===== config.mk =====
export PLATFORM = sky130hd
export DESIGN_NAME = irq_distributor
export DESIGN_NICKNAME = d
export VERILOG_FILES = /design/src/rtl/irq_dist_pkg.sv /design/src/rtl/irq_dist_src.sv /design/src/rtl/irq_dist_arb.sv /design/src/rtl/irq_distributor.sv
export SDC_FILE = /design/constraint.sdc
export NUM_CORES = 2
export LEC_CHECK = 0
export ABC_CLOCK_PERIOD_IN_PS = 104900
export BUFFER_PORTS_ARGS = -buffer_cell sky130_fd_sc_hd__buf_2
export CORE_ASPECT_RATIO = 1.1
export CORE_MARGIN = 10
export CORE_UTILIZATION = 40
export CTS_BUF_LIST = sky130_fd_sc_hd__clkbuf_2
export DETAILED_ROUTE_END_ITERATION = 7
export PLACE_DENSITY = 0.58
export SLEW_MARGIN = 15
export SYNTH_ARGS = -nofsm -noshare
export SYNTH_HDL_FRONTEND = slang
export SYNTH_HIERARCHICAL = 1
export SYNTH_SLANG_ARGS = --single-unit

===== constraint.sdc =====
create_clock -name clk_i -period 104.9 [get_ports clk_i]
set_input_delay 10.49 -clock clk_i [delete_from_list [all_inputs] [get_ports clk_i]]
set_output_delay 10.49 -clock clk_i [all_outputs]
set_load 0.01 [all_outputs]

===== src/rtl/irq_dist_pkg.sv =====
package irq_dist_pkg;
  localparam int SGI_N  = 16;
  localparam int PPI_N  = 16;
  localparam int PRIV_N = 32;

  localparam logic [11:0] A_CTRL = 12'h000;
  localparam logic [11:0] A_TYPE = 12'h004;
  localparam logic [11:0] A_SGI  = 12'hF00;

  // addr[11:7] block selects
  localparam logic [4:0] BLK_SETEN = 5'h02;
  localparam logic [4:0] BLK_CLREN = 5'h03;
  localparam logic [4:0] BLK_CLRPD = 5'h05;

  // addr[11:10] / addr[11:8] region selects
  localparam logic [1:0] RGN_PRIO = 2'b01;
  localparam logic [1:0] RGN_TGT  = 2'b10;
  localparam logic [3:0] RGN_CFG  = 4'hC;
endpackage


===== src/rtl/irq_dist_src.sv =====
module irq_dist_src #(
  parameter int NUM_CPU = 2,
  parameter int NUM_SPI = 32
) (
  input  logic                 clk_i,
  input  logic                 rst_ni,
  input  logic [NUM_SPI-1:0]   spi_i,
  input  logic [NUM_CPU*16-1:0] ppi_i,
  input  logic [NUM_SPI-1:0]   spi_edge_i,
  input  logic [NUM_SPI-1:0]   clr_spi_i,
  input  logic [15:0]          clr_sgi_i,
  input  logic [2:0]           clr_cpu_i,
  input  logic                 sgi_we_i,
  input  logic [7:0]           sgi_tgt_i,
  input  logic [3:0]           sgi_id_i,
  output logic [NUM_CPU*16-1:0] sgi_pend_o,
  output logic [NUM_CPU*16-1:0] ppi_pend_o,
  output logic [NUM_SPI-1:0]   spi_pend_o
);
  logic [NUM_SPI-1:0]    spi_q, edge_q;
  logic [NUM_CPU*16-1:0] ppi_q, sgi_q;

  always_ff @(posedge clk_i or negedge rst_ni) begin
    if (!rst_ni) begin
      spi_q  <= '0;
      edge_q <= '0;
      ppi_q  <= '0;
    end else begin
      spi_q  <= spi_i;
      ppi_q  <= ppi_i;
      // a new rising edge wins over a clear in the same cycle
      edge_q <= ((edge_q & ~clr_spi_i) | (spi_i & ~spi_q)) & spi_edge_i;
    end
  end

  for (genvar c = 0; c < NUM_CPU; c++) begin : g_sgi
    logic [15:0] set_v, clr_v;
    assign set_v = (sgi_we_i && sgi_tgt_i[c]) ? (16'b1 << sgi_id_i) : 16'b0;
    assign clr_v = (clr_cpu_i == 3'(c)) ? clr_sgi_i : 16'b0;

    always_ff @(posedge clk_i or negedge rst_ni) begin
      if (!rst_ni) sgi_q[c*16 +: 16] <= '0;
      else         sgi_q[c*16 +: 16] <= (sgi_q[c*16 +: 16] & ~clr_v) | set_v;
    end


    sgi_set_chk: assert property (@(posedge clk_i) disable iff (!rst_ni)
      (sgi_we_i && sgi_tgt_i[c]) |=> (|(sgi_q[c*16 +: 16] & (16'b1 << $past(sgi_id_i)))));
  end

  assign sgi_pend_o = sgi_q;
  assign ppi_pend_o = ppi_q;
  assign spi_pend_o = (spi_edge_i & edge_q) | (~spi_edge_i & spi_q);


  edge_hold_chk: assert property (@(posedge clk_i) disable iff (!rst_ni)
    (($past(edge_q) & ~$past(clr_spi_i) & $past(spi_edge_i) & ~edge_q) == '0));
endmodule


===== src/rtl/irq_dist_arb.sv =====
module irq_dist_arb #(
  parameter int NUM_IRQ = 64,
  localparam int IDW    = $clog2(NUM_IRQ)
) (
  input  logic                 clk_i,
  input  logic                 rst_ni,
  input  logic [NUM_IRQ-1:0]   elig_i,
  input  logic [NUM_IRQ*4-1:0] prio_i,
  output logic                 valid_o,
  output logic [IDW-1:0]       id_o,
  output logic [3:0]           prio_o
);
  always_comb begin
    valid_o = 1'b0;
    id_o    = '0;
    prio_o  = 4'hF;
    // ascending scan, strict compare keeps the lower ID on ties
    for (int i = 0; i < NUM_IRQ; i++) begin
      if (elig_i[i] && (!valid_o || prio_i[i*4 +: 4] < prio_o)) begin
        valid_o = 1'b1;
        id_o    = IDW'(i);
        prio_o  = prio_i[i*4 +: 4];
      end
    end
  end


  win_elig_chk: assert property (@(posedge clk_i) disable iff (!rst_ni)
    valid_o |-> elig_i[id_o]);

  none_idle_chk: assert property (@(posedge clk_i) disable iff (!rst_ni)
    (elig_i == '0) |-> !valid_o);
endmodule


===== src/rtl/irq_distributor.sv =====
module irq_distributor
  import irq_dist_pkg::*;
#(
  parameter int NUM_CPU = 2,   // 1..8
  parameter int NUM_IRQ = 64   // multiple of 32, at least 64
) (
  input  logic                                 clk_i,
  input  logic                                 rst_ni,
  input  logic                                 req_i,
  input  logic                                 we_i,
  input  logic [11:0]                          addr_i,
  input  logic [31:0]                          wdata_i,
  input  logic [3:0]                           be_i,
  input  logic [2:0]                           cpu_i,
  output logic [31:0]                          rdata_o,
  input  logic [NUM_IRQ-33:0]                  spi_i,
  input  logic [NUM_CPU*16-1:0]                ppi_i,
  output logic [NUM_CPU-1:0]                   irq_o,
  output logic [NUM_CPU*$clog2(NUM_IRQ)-1:0]   irq_id_o,
  output logic [NUM_CPU*4-1:0]                 irq_prio_o
);
  localparam int NUM_SPI = NUM_IRQ - PRIV_N;
  localparam int IDW     = $clog2(NUM_IRQ);
  localparam int NWORD   = NUM_IRQ / 32;

  logic                      ctrl_en_q;
  logic [NUM_IRQ-1:0]        en_q;
  logic [NUM_IRQ-1:0][3:0]   prio_q;
  logic [NUM_SPI-1:0][7:0]   tgt_q;
  logic [NUM_SPI-1:0]        edge_cfg_q;
  logic [31:0]               rdata_q;

  logic       wr, rd;
  logic [4:0] blk, word;
  logic       hit_seten, hit_clren, hit_clrpd, hit_prio, hit_tgt, hit_cfg, sgi_we;

  assign wr        = req_i & we_i;
  assign rd        = req_i & ~we_i;
  assign blk       = addr_i[11:7];
  assign word      = addr_i[6:2];
  assign hit_seten = wr && blk == BLK_SETEN;
  assign hit_clren = wr && blk == BLK_CLREN;
  assign hit_clrpd = wr && blk == BLK_CLRPD;
  assign hit_prio  = wr && addr_i[11:10] == RGN_PRIO;
  assign hit_tgt   = wr && addr_i[11:10] == RGN_TGT;
  assign hit_cfg   = wr && addr_i[11:8] == RGN_CFG;
  assign sgi_we    = wr && addr_i == A_SGI;

  // ---------------- register writes ----------------
  always_ff @(posedge clk_i or negedge rst_ni) begin
    if (!rst_ni) begin
      ctrl_en_q  <= 1'b0;
      en_q       <= '0;
      prio_q     <= '0;
      tgt_q      <= '0;
      edge_cfg_q <= '0;
    end else begin
      if (wr && addr_i == A_CTRL && be_i[0]) ctrl_en_q <= wdata_i[0];
      for (int i = 0; i < NUM_IRQ; i++) begin
        if (hit_seten && word == 5'(i / 32) && wdata_i[i % 32]) en_q[i] <= 1'b1;
        if (hit_clren && word == 5'(i / 32) && wdata_i[i % 32]) en_q[i] <= 1'b0;
        if (hit_prio && addr_i[9:2] == 8'(i / 4) && be_i[i % 4])
          prio_q[i] <= wdata_i[(i % 4) * 8 + 4 +: 4];
      end
      for (int j = 0; j < NUM_SPI; j++) begin
        if (hit_tgt && addr_i[9:2] == 8'((j + 32) / 4) && be_i[j % 4])
          tgt_q[j] <= wdata_i[(j % 4) * 8 +: 8];
        if (hit_cfg && addr_i[7:2] == 6'((j + 32) / 16) && be_i[(j % 16) / 4])
          edge_cfg_q[j] <= wdata_i[(j % 16) * 2 + 1];
      end
    end
  end

  // ---------------- pending sources ----------------
  logic [NUM_SPI-1:0]    clr_spi, spi_pend;
  logic [15:0]           clr_sgi;
  logic [NUM_CPU*16-1:0] sgi_pend, ppi_pend;

  always_comb begin
    for (int j = 0; j < NUM_SPI; j++)
      clr_spi[j] = hit_clrpd && word == 5'((j + 32) / 32) && wdata_i[(j + 32) % 32];
  end
  assign clr_sgi = (hit_clrpd && word == 5'd0) ? wdata_i[15:0] : 16'b0;

  irq_dist_src #(.NUM_CPU(NUM_CPU), .NUM_SPI(NUM_SPI)) u_src (
    .clk_i      (clk_i),
    .rst_ni     (rst_ni),
    .spi_i      (spi_i),
    .ppi_i      (ppi_i),
    .spi_edge_i (edge_cfg_q),
    .clr_spi_i  (clr_spi),
    .clr_sgi_i  (clr_sgi),
    .clr_cpu_i  (cpu_i),
    .sgi_we_i   (sgi_we),
    .sgi_tgt_i  (wdata_i[23:16]),
    .sgi_id_i   (wdata_i[3:0]),
    .sgi_pend_o (sgi_pend),
    .ppi_pend_o (ppi_pend),
    .spi_pend_o (spi_pend)
  );

  // ---------------- per-CPU selection ----------------
  logic [NUM_CPU-1:0][NUM_IRQ-1:0] pend_all;
  logic [NUM_IRQ*4-1:0]            prio_flat;

  always_comb begin
    for (int i = 0; i < NUM_IRQ; i++) prio_flat[i*4 +: 4] = prio_q[i];
  end

  for (genvar c = 0; c < NUM_CPU; c++) begin : g_cpu
    logic [NUM_SPI-1:0] spi_route;
    logic [NUM_IRQ-1:0] elig;
    logic [IDW-1:0]     win_id;

    always_comb begin
      for (int j = 0; j < NUM_SPI; j++) spi_route[j] = tgt_q[j][c];
    end
    assign pend_all[c] = {spi_pend, ppi_pend[c*16 +: 16], sgi_pend[c*16 +: 16]};
    assign elig = {NUM_IRQ{ctrl_en_q}} & en_q & pend_all[c] & {spi_route, 32'hFFFF_FFFF};

    irq_dist_arb #(.NUM_IRQ(NUM_IRQ)) u_arb (
      .clk_i   (clk_i),
      .rst_ni  (rst_ni),
      .elig_i  (elig),
      .prio_i  (prio_flat),
      .valid_o (irq_o[c]),
      .id_o    (win_id),
      .prio_o  (irq_prio_o[c*4 +: 4])
    );
    assign irq_id_o[c*IDW +: IDW] = win_id;


    route_tgt_chk: assert property (@(posedge clk_i) disable iff (!rst_ni)
      (irq_o[c] && win_id >= IDW'(32)) |-> tgt_q[win_id - IDW'(32)][c]);
  end

  // ---------------- register reads ----------------
  logic [31:0] rd_d;
  always_comb begin
    rd_d = '0;
    if (addr_i == A_CTRL) begin
      rd_d[0] = ctrl_en_q;
    end else if (addr_i == A_TYPE) begin
      rd_d[4:0] = 5'(NWORD - 1);
      rd_d[7:5] = 3'(NUM_CPU - 1);
    end else if (blk == BLK_SETEN || blk == BLK_CLREN) begin
      for (int b = 0; b < 32; b++)
        if (int'(word) * 32 + b < NUM_IRQ) rd_d[b] = en_q[int'(word) * 32 + b];
    end else if (blk == BLK_CLRPD) begin
      for (int b = 0; b < 32; b++)
        if (int'(word) * 32 + b < NUM_IRQ && int'(cpu_i) < NUM_CPU)
          rd_d[b] = pend_all[cpu_i][int'(word) * 32 + b];
    end else if (addr_i[11:10] == RGN_PRIO) begin
      for (int l = 0; l < 4; l++)
        if (int'(addr_i[9:2]) * 4 + l < NUM_IRQ)
          rd_d[l*8 + 4 +: 4] = prio_q[int'(addr_i[9:2]) * 4 + l];
    end else if (addr_i[11:10] == RGN_TGT) begin
      for (int l = 0; l < 4; l++) begin
        if (int'(addr_i[9:2]) * 4 + l < PRIV_N) rd_d[l*8 +: 8] = 8'b1 << cpu_i;
        else if (int'(addr_i[9:2]) * 4 + l < NUM_IRQ)
          rd_d[l*8 +: 8] = tgt_q[int'(addr_i[9:2]) * 4 + l - PRIV_N];
      end
    end else if (addr_i[11:8] == RGN_CFG) begin
      for (int k = 0; k < 16; k++) begin
        if (int'(addr_i[7:2]) * 16 + k < SGI_N) rd_d[2*k + 1] = 1'b1;
        else if (int'(addr_i[7:2]) * 16 + k >= PRIV_N && int'(addr_i[7:2]) * 16 + k < NUM_IRQ)
          rd_d[2*k + 1] = edge_cfg_q[int'(addr_i[7:2]) * 16 + k - PRIV_N];
      end
    end
  end

  always_ff @(posedge clk_i or negedge rst_ni) begin
    if (!rst_ni)  rdata_q <= '0;
    else if (rd)  rdata_q <= rd_d;
  end
  assign rdata_o = rdata_q;


  ctrl_gate_chk: assert property (@(posedge clk_i) disable iff (!rst_ni)
    !ctrl_en_q |-> (irq_o == '0));
endmodule


==> results.py <==
metrics = {
    "logic_synthesis": {
        "netlist_instances": 7784,
        "synth_warnings": 6,
        "synth_ff_type": "sky130_fd_sc_hd__dfrtp_1",
        "synth_cell_types": 179,
        "synth.yosys.seq_area_share": 0.276,
        "synth.net_count": 8039,
        "ys_seq_elements": 769,
        "synth-edff-count": 0,
        "area_of_the_mapped_netlist_mm2": 0.0696,
        "postSynth.asyncResetShare": 1.00,
        "synth_area_per_cell_um2": 8.94,
    },
    "sta": {
        "layout_worst_path_cycle_share": 0.954,
        "max_clock_freq_mhz": 10.0,
        "worst_clock_skew_ns": 0.155,
        "max-slew-margin-rel": 0.112,
        "fin_ws_ns": 4.86,
        "setup_violation_total_in_the_final_timing_report": 0,
        "hold_viol": 0,
        "report.final.slew_viol_count": 0,
        "period_needed_ns": 100.04,
        "worstMarginPinSlew_ns": 1.32,
    },
    "cts": {
        "clk_path_buf_depth": 3,
        "postCtsHoldBufs": 0,
        "worst_skew_pair.late_latency_ns": 1.67,
        "cts-buffers-inserted": 194,
        "cts_num_sinks": 769,
        "clk_transition_reported_paths_ns": 0.12,
        "clock_tree_from_tritoncts": "yes",
        "buffer_cell_driving_the_clock_tree_root": "sky130_fd_sc_hd__clkbuf_2",
        "cts_htree_levels": 4,
    },
    "pwr": {
        "power_leakage_uw": 0.0353,
        "ir_worst_vdd_uv": 10.9,
        "power_density_mw_per_mm2": 7.26,
    },
    "drt": {
        "number_of_nets_with_antenna_violations_after_detailed_routing": 0,
        "detail_route.wl_per_cell_um": 29.3,
        "detail_route.drc_violations": 0,
        "drt_pass1_iterations": 8,
        "via_count": 70300,
        "first_iter_violations": 7380,
        "routed_via_density": 6.58,
        "drt-total-wl_um": 313000,
    },
    "worst_setup_path": {
        "worstPathRequired_ns": 94.41,
        "critPathMaxFanout": 12,
        "worst-r2r-setup-slack_ns": 101.98,
        "worst_path_most_repeated_cell": "sky130_fd_sc_hd__ha_1",
        "cp-start-kind": "flop",
        "worst-endpoint-arrival_ns": 89.55,
        "timing.critical_path.slowest_cell_delay_ns": 0.57,
        "timing.critical_path.to_type": "output pin",
        "worst-setup-path-type": "reg -> out",
        "timing.critical_path.slowest_stage_cell": "sky130_fd_sc_hd__or4b_4",
    },
    "placement": {
        "place.port_buffers": 172,
        "pre_cts_slack_ns": -2.61,
        "post-dp-hpwl_um": 235000,
        "place_congestion": 1.03,
    },
    "floorplan": {
        "die_height_um": 458,
        "die_x_um": 418,
        "ioPinCount": 173,
        "fp.coreArea_mm2": 0.173,
        "initial_core_util": 0.403,
        "standard_cell_row_count": 160,
        "die-area_mm2": 0.191,
    },
    "layout": {
        "layout-drive-gt1-share": 0.286,
        "most_common_cell_after_layout_fill_and_taps_aside": "sky130_fd_sc_hd__dfrtp_1",
        "fillers": 16900,
        "synthToLayoutAreaGrowth_pct": 13.2,
        "num-nets-final": 8514,
        "leading_cell_types_in_the_layout_fill_and_taps_excluded": "sky130_fd_sc_hd__dfrtp_1 (768), sky130_fd_sc_hd__nand2_1 (716), sky130_fd_sc_hd__mux2_2 (649), sky130_fd_sc_hd__nor2_1 (479), sky130_fd_sc_hd__a21oi_1 (453)",
        "layout.core_utilization": 0.456,
    },
    "grt": {
        "grt_start_max_net_pins": 177,
        "gr-usage-all-layers": 0.310,
        "antenna_found_initial": 30,
        "wire_length_of_the_first_global_routing_pass_um": 449000,
        "global_route.overflow_total": 0,
        "number_of_global_route_vias_before_repair": 66100,
    },
    "job": {
        "reported_max_cap_violation_count": 0,
    },
    "status": {
        "run_status": "completed",
    },
    "hold_path": {
        "holdCritPathClass": "reg -> reg",
    },
}
==> power by group <==
group | leakage (uW) | total (uW) | switching [uW] | internal [uW]
clock | 0.00137 | 219 | 138 | 80.6
combinational | 0.0234 | 49.5 | 37.0 | 12.4
sequential | 0.0105 | 304 | 5.04 | 299
==> metal layers <==
metal,routed length [um],GRT usage
met1,120000,0.378
met2,140000,0.491
met3,25600,0.0591
met4,27200,0.217
met5,60,0
==> registers in the layout, summed over array words and instances, names as in the netlist <==
register,cells
ctrl_en_q,1
edge_cfg_q,32
en_q,64
g_cpu.spi_route,64
prio_flat,256
rdata_o,32
tgt_q,192
u_src/edge_q,32
u_src/ppi_pend_o,32
u_src/sgi_pend_o,32
u_src/spi_q,32
==> synthesized netlist by cell type (28+ instances only) <==
cell | instances | area (um^2)
sky130_fd_sc_hd__and2_1 | 152 | 951
sky130_fd_sc_hd__o221ai_1 | 33 | 289
sky130_fd_sc_hd__buf_2 | 59 | 295
sky130_fd_sc_hd__nand2b_1 | 161 | 1010
sky130_fd_sc_hd__mux2i_1 | 277 | 2770
sky130_fd_sc_hd__o21a_1 | 73 | 548
sky130_fd_sc_hd__o2111ai_1 | 40 | 350
sky130_fd_sc_hd__o21ai_1 | 70 | 350
sky130_fd_sc_hd__mux2_1 | 39 | 439
sky130_fd_sc_hd__a21oi_1 | 490 | 2450
sky130_fd_sc_hd__inv_1 | 353 | 1330
sky130_fd_sc_hd__and4_1 | 75 | 657
sky130_fd_sc_hd__mux2_2 | 650 | 7320
sky130_fd_sc_hd__buf_4 | 49 | 368
sky130_fd_sc_hd__and3_1 | 125 | 782
sky130_fd_sc_hd__or2_2 | 55 | 344
sky130_fd_sc_hd__xnor2_1 | 38 | 333
sky130_fd_sc_hd__a211o_1 | 37 | 324
sky130_fd_sc_hd__nand2_2 | 37 | 231
sky130_fd_sc_hd__nor2b_1 | 70 | 438
sky130_fd_sc_hd__ha_1 | 136 | 1700
sky130_fd_sc_hd__a211oi_1 | 76 | 571
sky130_fd_sc_hd__nand4_1 | 58 | 363
sky130_fd_sc_hd__clkbuf_1 | 169 | 634
sky130_fd_sc_hd__nand3b_1 | 28 | 210
sky130_fd_sc_hd__mux4_2 | 104 | 2340
sky130_fd_sc_hd__maj3_1 | 42 | 420
sky130_fd_sc_hd__o211a_1 | 38 | 380
sky130_fd_sc_hd__nor3_1 | 144 | 721
sky130_fd_sc_hd__dfrtp_1 | 769 | 19200
sky130_fd_sc_hd__a32o_1 | 34 | 340
sky130_fd_sc_hd__nand3_1 | 129 | 646
sky130_fd_sc_hd__a22o_1 | 33 | 289
sky130_fd_sc_hd__a21boi_0 | 51 | 383
sky130_fd_sc_hd__o31ai_1 | 34 | 255
sky130_fd_sc_hd__a21o_1 | 75 | 563
sky130_fd_sc_hd__nor2_1 | 500 | 1880
sky130_fd_sc_hd__or3_1 | 78 | 488
sky130_fd_sc_hd__o22ai_1 | 92 | 576
sky130_fd_sc_hd__a31oi_1 | 105 | 657
sky130_fd_sc_hd__o211ai_1 | 113 | 848
sky130_fd_sc_hd__o21ai_0 | 378 | 1890
sky130_fd_sc_hd__nor4_1 | 40 | 250
sky130_fd_sc_hd__a22oi_1 | 51 | 383
sky130_fd_sc_hd__nand2_1 | 728 | 2730
==> logic make-up (layout without fill, tap and decap cells) <==
kind of cell | after synthesis | after routing | share of synthesized area
AOI/OAI and AO/OA | 2416 | 2417 | 0.255
DFF | 769 | 769 | 0.276
buffers and inverters | 676 | 1293 | 0.0427
other | 0 | 12 | 0
xor gates and xnor gates | 58 | 58 | 0.00751
and+or+nand+nor | 2576 | 2576 | 0.194
muxes | 1107 | 1107 | 0.193
adders and majority gates | 182 | 182 | 0.0311
==> per-stage QoR <==
step | cell area (um^2) | hold slack (ns) | TNS (ns) | power, uW | cells
floorplan | 69600 | 0.474 | 0 | 329 | 7784
global placement | 73700 | 0.455 | 0 | 357 | 10100
detailed placement | 73700 | 0.461 | -24.94 | 357 | 10100
CTS | 75900 | 0.457 | 0 | 574 | 10500
global route | 78800 | 0.486 | -7.39 | 591 | 10700
finish | 78800 | 0.433 | 0 | 572 | 10700
==> path summary, 6_finish.rpt <==
kind,from,endpoint,cells after the start
max,ctrl_en_q,irq_prio_o[3],479
min,u_src/spi_q[30],u_src/edge_q[30],2
max reg2reg,prio_flat[170],rdata_o[22],5
min reg2reg,u_src/spi_q[30],u_src/edge_q[30],2
max in group asynchronous,rst_ni,u_src/sgi_pend_o[9],3
min in group asynchronous,rst_ni,prio_flat[157],1
==> final cells by class <==
cell class | instances | area [um^2] | share of cell area
clock buffer | 286 | 1430 | 0.0182
antenna | 12 | 30.0 | 0.000381
inverter | 356 | 1340 | 0.0170
clock inverter | 53 | 362 | 0.00459
multi-input combinational | 6340 | 49400 | 0.627
tap | 2268 | 2840 | 0.0360
timing repair buffer | 598 | 4200 | 0.0532
sequential | 769 | 19200 | 0.244
==> critical path: cells and delay by family (launching register included) <==
kind / cells / cell delay, ns
AND/OR/NAND/NOR: 138 / 20.20
flip-flops: 1 / 0.56
AO/OA/AOI/OAI: 220 / 39.56
buffers and inverters: 33 / 3.24
multiplexers: 27 / 6.57
adder cells (fa/ha/maj): 61 / 17.57
==> repair_timing <==
item	in CTS	in global routing
setup endpoints to repair	20	20
resized for setup	79	386
pin swaps	9	135
cloned	0	1
buffers inserted	15	171
Power figures use the tool's default switching activity.
